===== config.mk =====
export PLATFORM = sky130hd
export DESIGN_NAME = rot_prio_resolver
export DESIGN_NICKNAME = d
export VERILOG_FILES = /design/src/rtl/rpr_pkg.sv /design/src/rtl/rpr_rank.sv /design/src/rtl/rpr_level_filter.sv /design/src/rtl/rot_prio_resolver.sv
export SDC_FILE = /design/constraint.sdc
export NUM_CORES = 1
export LEC_CHECK = 0
export BUFFER_PORTS_ARGS = -buffer_cell sky130_fd_sc_hd__buf_4
export CAP_MARGIN = 15
export CORE_ASPECT_RATIO = 1.4
export CORE_MARGIN = 4
export CORE_UTILIZATION = 54
export CTS_CLUSTER_DIAMETER = 30
export DETAILED_ROUTE_END_ITERATION = 10
export PLACE_DENSITY_LB_ADDON = 0.2
export SKIP_LAST_GASP = 1
export SLEW_MARGIN = 25
export SYNTH_ARGS = -nofsm -noshare
export SYNTH_HDL_FRONTEND = slang
export SYNTH_SLANG_ARGS = --single-unit

===== constraint.sdc =====
create_clock -name clk -period 5 [get_ports clk]
set_clock_uncertainty 0.1 [all_clocks]
set_input_delay 0.25 -clock clk [delete_from_list [all_inputs] [get_ports clk]]
set_output_delay 0.25 -clock clk [all_outputs]
set_load 0.02 [all_outputs]

===== src/rtl/rpr_pkg.sv =====
package rpr_pkg;
  localparam int unsigned MAX_LINES = 32;

  // lowest set index of v within n bits; n when none set
  function automatic int unsigned first_set(logic [MAX_LINES-1:0] v, int unsigned n);
    int unsigned r;
    r = n;
    for (int i = MAX_LINES - 1; i >= 0; i--) begin
      if (i < int'(n) && v[i]) r = i;
    end
    return r;
  endfunction

  // modular addition for a power-of-two ring of n entries
  function automatic int unsigned ring_add(int unsigned a, int unsigned b, int unsigned n);
    return (a + b) & (n - 1);
  endfunction
endpackage


===== src/rtl/rpr_rank.sv =====
module rpr_rank #(
  parameter int unsigned N = 8,
  localparam int unsigned IDX_W = $clog2(N),
  localparam int unsigned POS_W = IDX_W + 1
) (
  input  logic [N-1:0]     vec,
  input  logic [IDX_W-1:0] base,
  output logic [POS_W-1:0] pos
);
  logic [N-1:0] rotated;
  logic [rpr_pkg::MAX_LINES-1:0] wide;

  for (genvar g = 0; g < N; g++) begin : g_rot
    logic [IDX_W-1:0] src;
    assign src = IDX_W'(rpr_pkg::ring_add(g, base, N));
    assign rotated[g] = vec[src];
  end

  assign wide = rpr_pkg::MAX_LINES'(rotated);
  assign pos  = POS_W'(rpr_pkg::first_set(wide, N));
endmodule


===== src/rtl/rpr_level_filter.sv =====
module rpr_level_filter #(
  parameter int unsigned N = 8,
  parameter int unsigned CASCADE_LINE = 2
) (
  input  logic [N-1:0] isr_vec,
  input  logic [N-1:0] mask_vec,
  input  logic         special_mask_en,
  input  logic         nested_en,
  input  logic         is_master,
  output logic [N-1:0] counted
);
  logic [N-1:0] cascade_clr;
  always_comb begin
    cascade_clr = '0;
    cascade_clr[CASCADE_LINE] = nested_en & is_master;
  end
  assign counted = isr_vec & ~(special_mask_en ? mask_vec : '0) & ~cascade_clr;
endmodule


===== src/rtl/rot_prio_resolver.sv =====
module rot_prio_resolver #(
  parameter int unsigned NUM_LINES = 8,
  parameter int unsigned CASCADE_LINE = 2,
  localparam int unsigned IDX_W = $clog2(NUM_LINES),
  localparam int unsigned POS_W = IDX_W + 1
) (
  input  logic                 clk,
  input  logic                 rst_n,
  input  logic [NUM_LINES-1:0] req_vec,
  input  logic [NUM_LINES-1:0] mask_vec,
  input  logic [NUM_LINES-1:0] isr_vec,
  input  logic [IDX_W-1:0]     rot_base,
  input  logic                 special_mask_en,
  input  logic                 nested_en,
  input  logic                 is_master,
  output logic                 pick_valid,
  output logic [IDX_W-1:0]     pick_line,
  output logic                 int_level
);
  logic [NUM_LINES-1:0] cand_vec;
  logic [NUM_LINES-1:0] counted_isr;
  logic [POS_W-1:0]     req_pos;
  logic [POS_W-1:0]     cur_pos;

  assign cand_vec = req_vec & ~mask_vec;

  rpr_level_filter #(.N(NUM_LINES), .CASCADE_LINE(CASCADE_LINE)) u_filter (
    .isr_vec(isr_vec), .mask_vec(mask_vec), .special_mask_en(special_mask_en),
    .nested_en(nested_en), .is_master(is_master), .counted(counted_isr)
  );

  rpr_rank #(.N(NUM_LINES)) u_rank_req (.vec(cand_vec),    .base(rot_base), .pos(req_pos));
  rpr_rank #(.N(NUM_LINES)) u_rank_cur (.vec(counted_isr), .base(rot_base), .pos(cur_pos));

  assign pick_valid = req_pos < cur_pos;
  assign pick_line  = pick_valid
                    ? IDX_W'(rpr_pkg::ring_add(int'(req_pos[IDX_W-1:0]), rot_base, NUM_LINES))
                    : '0;

  always_ff @(posedge clk or negedge rst_n) begin
    if (!rst_n) int_level <= 1'b0;
    else        int_level <= pick_valid;
  end
endmodule


After elaboration in Yosys (flattened, before gate mapping)
Cells that the tools add are included.
{"block": "op_classes", "muxes": 50, "order_cmp": 9, "n_bitwise": 7, "addsub": 8}
{"op": "$mux 4", "count": 16}
{"op": "$bmux 1 s3", "count": 16}
{"op": "$lt 3x4->1 const B", "count": 8}
{"op": "$and 8x8->8", "count": 3}
{"op": "$mux 1", "count": 16}
{"op": "$not 8->8", "count": 2}
{"op": "$add 3x3->3 const A", "count": 4}
{"op": "$mux 8", "count": 1}
{"op": "$not 3->8", "count": 1}
{"op": "$add 2x3->3 const A", "count": 2}
{"op": "$lt 4x4->1", "count": 1}
{"op": "$add 1x3->3 const A", "count": 1}
{"op": "$add 3x3->3", "count": 1}
{"op": "$mux 3", "count": 1}
{"op": "$and 1x1->1", "count": 1}
{"block": "word_totals", "out_inout_bits": 5, "inputBits": 32, "ff_bits": 1}

Logic depth before layout (Yosys ltp)
Gate-level depths: netlist of run 1.
{"block": "depth", "word_depth": 16, "mapped_depth": 16, "ltp_nobuf": 14}

Modules after synthesis
A second synthesis of run 1 with hierarchy kept.
{"block": "unflattened", "cells_unflattened": 151, "hier_area_um2": 1580.3}
{"mod": "rpr_rank (u_rank_req)", "n_inst": 1, "cells_each": 63, "area_per_inst_um2": 688.2, "seq_area_each_um2": 0.0}
{"mod": "rpr_rank (u_rank_cur)", "n_inst": 1, "cells_each": 52, "area_per_inst_um2": 594.3, "seq_area_each_um2": 0.0}
{"mod": "rot_prio_resolver", "n_inst": 1, "cells_each": 27, "area_per_inst_um2": 226.5, "seq_area_each_um2": 25.0}
{"mod": "rpr_level_filter", "n_inst": 1, "cells_each": 9, "area_per_inst_um2": 71.3, "seq_area_each_um2": 0.0}

Least setup slack after synthesis of run 1
OpenSTA, ideal clock, no wires.
{"block": "synth_path", "path_kind": "input port to output port", "start": "in rot_base[1]", "end": "out pick_line[1]", "arrival_ps": 3703, "setup_slack_ps": 947, "path_stages": 15, "required_ps": 4650, "path_buffers": 1, "path_cell_list": "clkinv_1 -> ha_1 -> clkbuf_1 -> mux4_2 -> nor2b_1 -> a2111oi_0 -> a21oi_1 -> nand4b_1 -> or2_1 -> ha_1 -> o211ai_1 -> nor3_1 -> nand3_1 -> nand2_1 -> a211oi_1"}
{"block": "synth_between", "elab_chain_len": 13, "word_cells_on_any_way": 58}
{"element": "from (decl)", "line": "rot_prio_resolver.sv:12", "source": "input logic [IDX_W-1:0] rot_base,"}
{"element": "$add 3x3->3", "line": "rpr_pkg.sv:16", "source": "return (a + b) & (n - 1);"}
{"element": "$bmux 1 s3", "line": "rpr_rank.sv:16", "source": "assign rotated[g] = vec[src];"}
{"element": "$mux 1 (implied by the code)", "line": "rpr_rank.sv:16"}
{"element": "$mux 4 (8 in series)", "line": "rpr_pkg.sv:9", "source": "if (i < int'(n) && v[i]) r = i;"}
{"element": "$lt 4x4->1 or $add 3x3->3 (tied branches)", "line": "rot_prio_resolver.sv:35, rpr_pkg.sv:16"}
{"element": "$mux 3 (*)", "line": "rot_prio_resolver.sv:37", "source": "? IDX_W'(rpr_pkg::ring_add(int'(req_pos[IDX_W-1:0]), rot_base, NUM_LINES))"}
{"element": "to (decl)", "line": "rot_prio_resolver.sv:17", "source": "output logic [IDX_W-1:0] pick_line,"}
Every way passes the cells marked *; elsewhere a longest branch is shown, timed or not. The select of a mux whose other input is x is not followed.

Final worst setup path of run 1
Same ends and word-level chain as after synthesis.

==> metrics.txt, run 1 <==
first-pass GRT wire length 6040 um; initial DRC count 31; Synth top area share 0.184; Most Crowded Layer GR met2; initial core utilization 0.563; Post-synth EDFFs 0; final net count around 230; ANT cells 0; max FFs per register 1; top cells by area, synth mux4_2, mux2i_1, nor2b_1, ha_1, nand2b_1; CP Launch Type input port; area of the multi-input gates approximately 1200 um^2; pin count of the biggest net entering global routing 21; Post-CTS Resized 0; post-DP HPWL 3040 um; FF/Latch Area 25.0 um^2; # IOs 37; setup_tns 0 ns; critical path class in2out; most area-hungry cell type in the Yosys netlist mux4_2; Relative slew margins 0.703; Ys Warns 0; WL final approximately 3500 um; CP Data Required Time 4.65 ns; met1 Resource Use GR 0.241; met3 usage 0.0134; Fin. Hold Viols 0; DR vias about 1400; final setup fails 0; WP data arrival around 4 ns; Crit. Startpoint rot_base[1]; outcome completed; Largest Register int_level; Main synth FF type dfrtp_1; Pwr Density 201 nW/um^2; Layout area overhead 21.1%; Largest regs int_level (1); minimum clock period around 4.4 ns; syn_area_per_cell 8.80 um^2; M2 GR Usage 0.453; Final Wtd Congestion 0.897; initial antenna violation count 0; dpl cells 217; GRT Total Usage 0.224; die area between 3000 and 4000 um^2; row cnt 21; synthesis-stage register bit count 1; synthesized instance count 153; share of cells above drive strength 1 0.326; DRT Pass-1 Iters 4; min-delay worst type in2async; FMAX about 230 MHz; leak pwr approximately 0.67 nW; largest stage delay on the critical path 0.62 ns; vias in the first global route 1385; Worst VDD drop ~0.00012 V; DRC 0; final slew viol count 0; Slew @ Worst Pin 0.442 ns; Max-cap violations 0; Via-to-Cell Ratio between 6 and 7; Die Y 67.1 um; Top delay family on crit path adder cells; CP Cell Sequence buf_4, clkinv_1, ha_1, mux4_2, nor2b_1, a2111oi_0, a21oi_1, nand4b_1, or2_1, ha_1, o211ai_1, nor3_1, nand3_1, nand2_1, a211oi_1, buf_4; sequential share of the synthesized area 0.0186; fin crit share 0.881; Wirelength per Cell between 15 and 20 um; Clk pin slew, worst setup/hold paths 0 ns; CP Max Fanout 13; Synth Net Count 192; Core ar. about 2400 um^2; RSZ-0062 raised after global routing false; Distinct cells, synth ~50; total grt overflow 0; Cell Area, Synth approximately 1300 um^2; Final ANT Viol Nets 0; fillcell total around 200; Die X 50.2 um; Post-synth ARST share 1.00; Final Util 0.682; Layout Cells excl Fill 218; Critical Path Sink Type output port; Crit-path slowest cell ha_1; input/output buffers 36; critical path buffer and inverter count 3
[cell type report]
class                   instances  area share
multi-input cells             140       0.765
well taps                      34      0.0261
inverters                       6      0.0215
flip-flops and latches          1      0.0153
repair buffers                 37       0.172
[layout by cell type, fill, tap and decap left out, drive strengths merged, types with 2 or more instances in the layout]
cell type   n
a22oi       3
nor3        2
nand3       5
buf        36
o21ai       2
a21boi      7
xnor2       4
nor2b      13
o211a       3
a221oi      2
nand2       9
nor2        6
a2111oi     2
mux4       12
mux2i      10
a21oi       9
xor2        2
clkinv      2
or2         3
mux2        4
inv         4
o221ai      2
and2        3
o211ai      4
ha          6
nand2b     11
a211oi      4
nand4       2
[power breakdown]
part	leakage, nW	total, mW	switching (mW)	internal [mW]
sequential	0.0121	0.0135	0.00108	0.0125
clock	0	0	0	0
combinational	0.658	0.314	0.167	0.146
total	0.670	0.327	0.169	0.158
[cells in the mapped netlist, drive strengths merged, types with 2 or more instances]
cell     number
o221ai        2
nor2          6
mux2          4
clkbuf        2
nor2b        13
a211oi        4
a22oi         3
or2           3
xnor2         4
a2111oi       2
a21boi        7
buf           4
nand2         9
nand4         2
a221oi        2
a21oi         9
mux2i        10
nor3          2
inv           4
ha            6
and2          3
mux4         12
clkinv        2
o21ai         2
o211ai        4
xor2          2
o211a         3
nand2b       11
nand3         5
[timing repair]
| item | CTS | global route |
|---|---|---|
| hold buffers | 1 | 0 |
| hold endpoints to repair | 1 | 0 |
| setup buffers | 0 | 0 |
[logic make-up (layout without fill, tap and decap cells)]
family / after synthesis / after routing / synth area share
AND/OR/NAND/NOR: 58 / 58 / 0.248
AO/OA/AOI/OAI: 43 / 43 / 0.252
multiplexers: 26 / 26 / 0.311
buffers and inverters: 12 / 43 / 0.0548
adder cells (fa/ha/maj): 7 / 7 / 0.0706
XOR/XNOR: 6 / 6 / 0.0446
flip-flops: 1 / 1 / 0.0186
[final timing paths]
| path | endpoint | slack (ns) | cells past startpoint |
|---|---|---|---|
| worst max-delay path | pick_line[1] | 0.60 | 16 |
| worst min-delay path | int_level | 0.47 | 2 |
| max in group asynchronous | int_level | 4.24 | 2 |
| min in group clk | int_level | 0.59 | 1 |
[layer usage]
metal  vias up  routed length (um)
met5         -                   0
met1       640                1330
met2        48                1890
met3        10                 199
met4         0                  85
li1        666                   -
[per-stage QoR]
step / hold WS (ns) / total power, mW / setup WS, ns / instance area, um^2
CTS: 0.478 / 0.326 / 0.607 / 1630
finish: 0.474 / 0.327 / 0.597 / 1630
floorplan: -0.146 / 0.232 / 0.947 / 1350
detailed placement: -0.0719 / 0.324 / 0.628 / 1620
global route: 0.498 / 0.353 / 0.267 / 1630
global placement: -0.0744 / 0.315 / 0.832 / 1620
No activity file was read; power rests on OpenSTA's default activity.
==> run 2, diff against run 1 <==
- CORE_MARGIN: 4 -> unset
- TNS_END_PERCENT: unset -> 5
==> metrics.txt, run 2 (synthesis results as in run 1) <==
outcome completed; die area 2700 um^2 (-20%); Via-to-Cell Ratio 6.65 (+6.3%); final setup fails 0 (unchanged); input/output buffers 36 (unchanged); initial antenna violation count 0 (unchanged); setup bufs post-CTS 0 (unchanged); CP Max Fanout 13 (unchanged); FMAX 225 MHz (-1.1%); total grt overflow 0 (unchanged); fin crit share 0.890 (+0.00971); Wirelength per Cell 18.1 um (+13%); commonest non-fill, non-tap cell in the layout buf_4; min-delay worst type in2async; Slew @ Worst Pin 0.455 ns (+0.0134 ns); pin count of the biggest net entering global routing 21 (unchanged); row cnt 21 (unchanged); ANT cells 0 (unchanged); WP data arrival 4.10 ns (+0.05 ns); Core ar. 2360 um^2 (-1.1%); Critical Path Sink Type output port; sum of routed wire segments on met1 1390 um (+4.6%); max layer used met4; CP Launch Type input port; Fin. Hold Viols 0 (unchanged); Largest Register int_level; largest stage delay on the critical path 0.67 ns (+0.05 ns); Final Wtd Congestion 0.901 (+0.43%); leak pwr 0.670 nW (unchanged); max FFs per register 1 (unchanged); critical path class in2out; Worst VDD drop 0.000144 V (+15%); Final Util 0.684 (+0.00176); Pwr Density 205 nW/um^2 (+1.9%); share of cells above drive strength 1 0.326 (unchanged); CP Cell Sequence buf_4, clkinv_1, ha_1, mux4_2, nor2b_1, a2111oi_0, a21oi_1, nand4b_1, or2_1, ha_1, o211ai_1, nor3_1, nand3_1, nand2_1, a211oi_1, buf_4; pre-CTS WS 0.588 ns (-0.0396 ns); Max-cap violations 0 (unchanged); Clk pin slew, worst setup/hold paths 0 ns (unchanged); # IOs 37 (unchanged); most frequent cells in the layout buf_4, nor2b_1, mux4_2, nand2b_1, mux2i_1; Largest regs int_level (1); WL final 3750 um (+6.9%); setup_tns 0 ns (unchanged); Die X 44.2 um (-12%); final net count 225 (unchanged); Met3 Wirelength 92 um (-54%); minimum clock period 4.45 ns (+0.0486 ns); initial DRC count 57 (+84%); first-pass GRT wire length 6110 um (+1.3%); Die Y 61.1 um (-8.9%); Layout area overhead 20.1%; post-DP HPWL 3210 um (+5.4%); CP Data Required Time 4.65 ns (about the same); critical path buffer and inverter count 3 (unchanged); final slew viol count 0 (unchanged); Top delay family on crit path adder cells; RSZ-0062 raised after global routing false; GRT Total Usage 0.297 (+0.0729); DRT Pass-1 Iters 6 (+2); Crit-path slowest cell ha_1; vias in the first global route 1416 (+2.2%); initial core utilization 0.569 (+0.00626); DR vias 1377 (+0.95%); worst setup margin 0.548 ns (-0.0486 ns); Final ANT Viol Nets 0 (unchanged); DRC 0 (unchanged); total chip power 0.331 mW (+1.1%); placed inst area 1610 um^2 (-0.85%); Met2 Wirelength 2180 um (+15%); Relative slew margins 0.694 (-0.00900); post-route cell area 1620 um^2 (-0.84%)
run 2: layout make-up:
cell class	count	area [um^2]
fillers	205	748
flip-flops and latches	1	25.0
inverters	6	35.0
repair buffers	37	280
multi-input cells	140	1250
well taps	23	28.8
run 2: worst max-delay path by stage:
stage	start	to	slack [ns]	cells past startpoint
final	rot_base[1]	pick_line[2]	0.55	16
after global routing	rot_base[1]	pick_line[2]	0.30	16
after CTS	rot_base[1]	pick_line[2]	0.58	16
after detailed placement	rot_base[1]	pick_line[2]	0.59	16
after global placement	rot_base[1]	pick_line[2]	0.80	16
after floorplan	rot_base[1]	pick_line[1]	0.95	15
run 2: per-layer routing:
layer | vias to the layer above | GRT usage
met5 | - | 0
met3 | 8 | 0.00587
met4 | 0 | 0.0823
met1 | 670 | 0.325
li1 | 660 | -
met2 | 39 | 0.607
run 2: what timing repair did:
| action | 4_1_cts | 5_1_grt |
|---|---|---|
| hold endpoints to repair | 1 | 0 |
| gates resized for setup | 0 | 0 |
| hold buffers | 1 | 0 |
run 2: where the power goes:
part	internal (mW)	switching [mW]	total, mW	leakage (nW)
logic	0.147	0.170	0.317	0.658
registers	0.0124	0.00100	0.0134	0.0121
clock network	0	0	0	0
total	0.160	0.171	0.331	0.670
run 2: stage by stage:
step	hold slack, ns	cells
after floorplan	-0.146	153
after global placement	-0.0740	206
final	0.475	207
after global routing	0.485	207
after detailed placement	-0.0714	206
after CTS	0.476	207
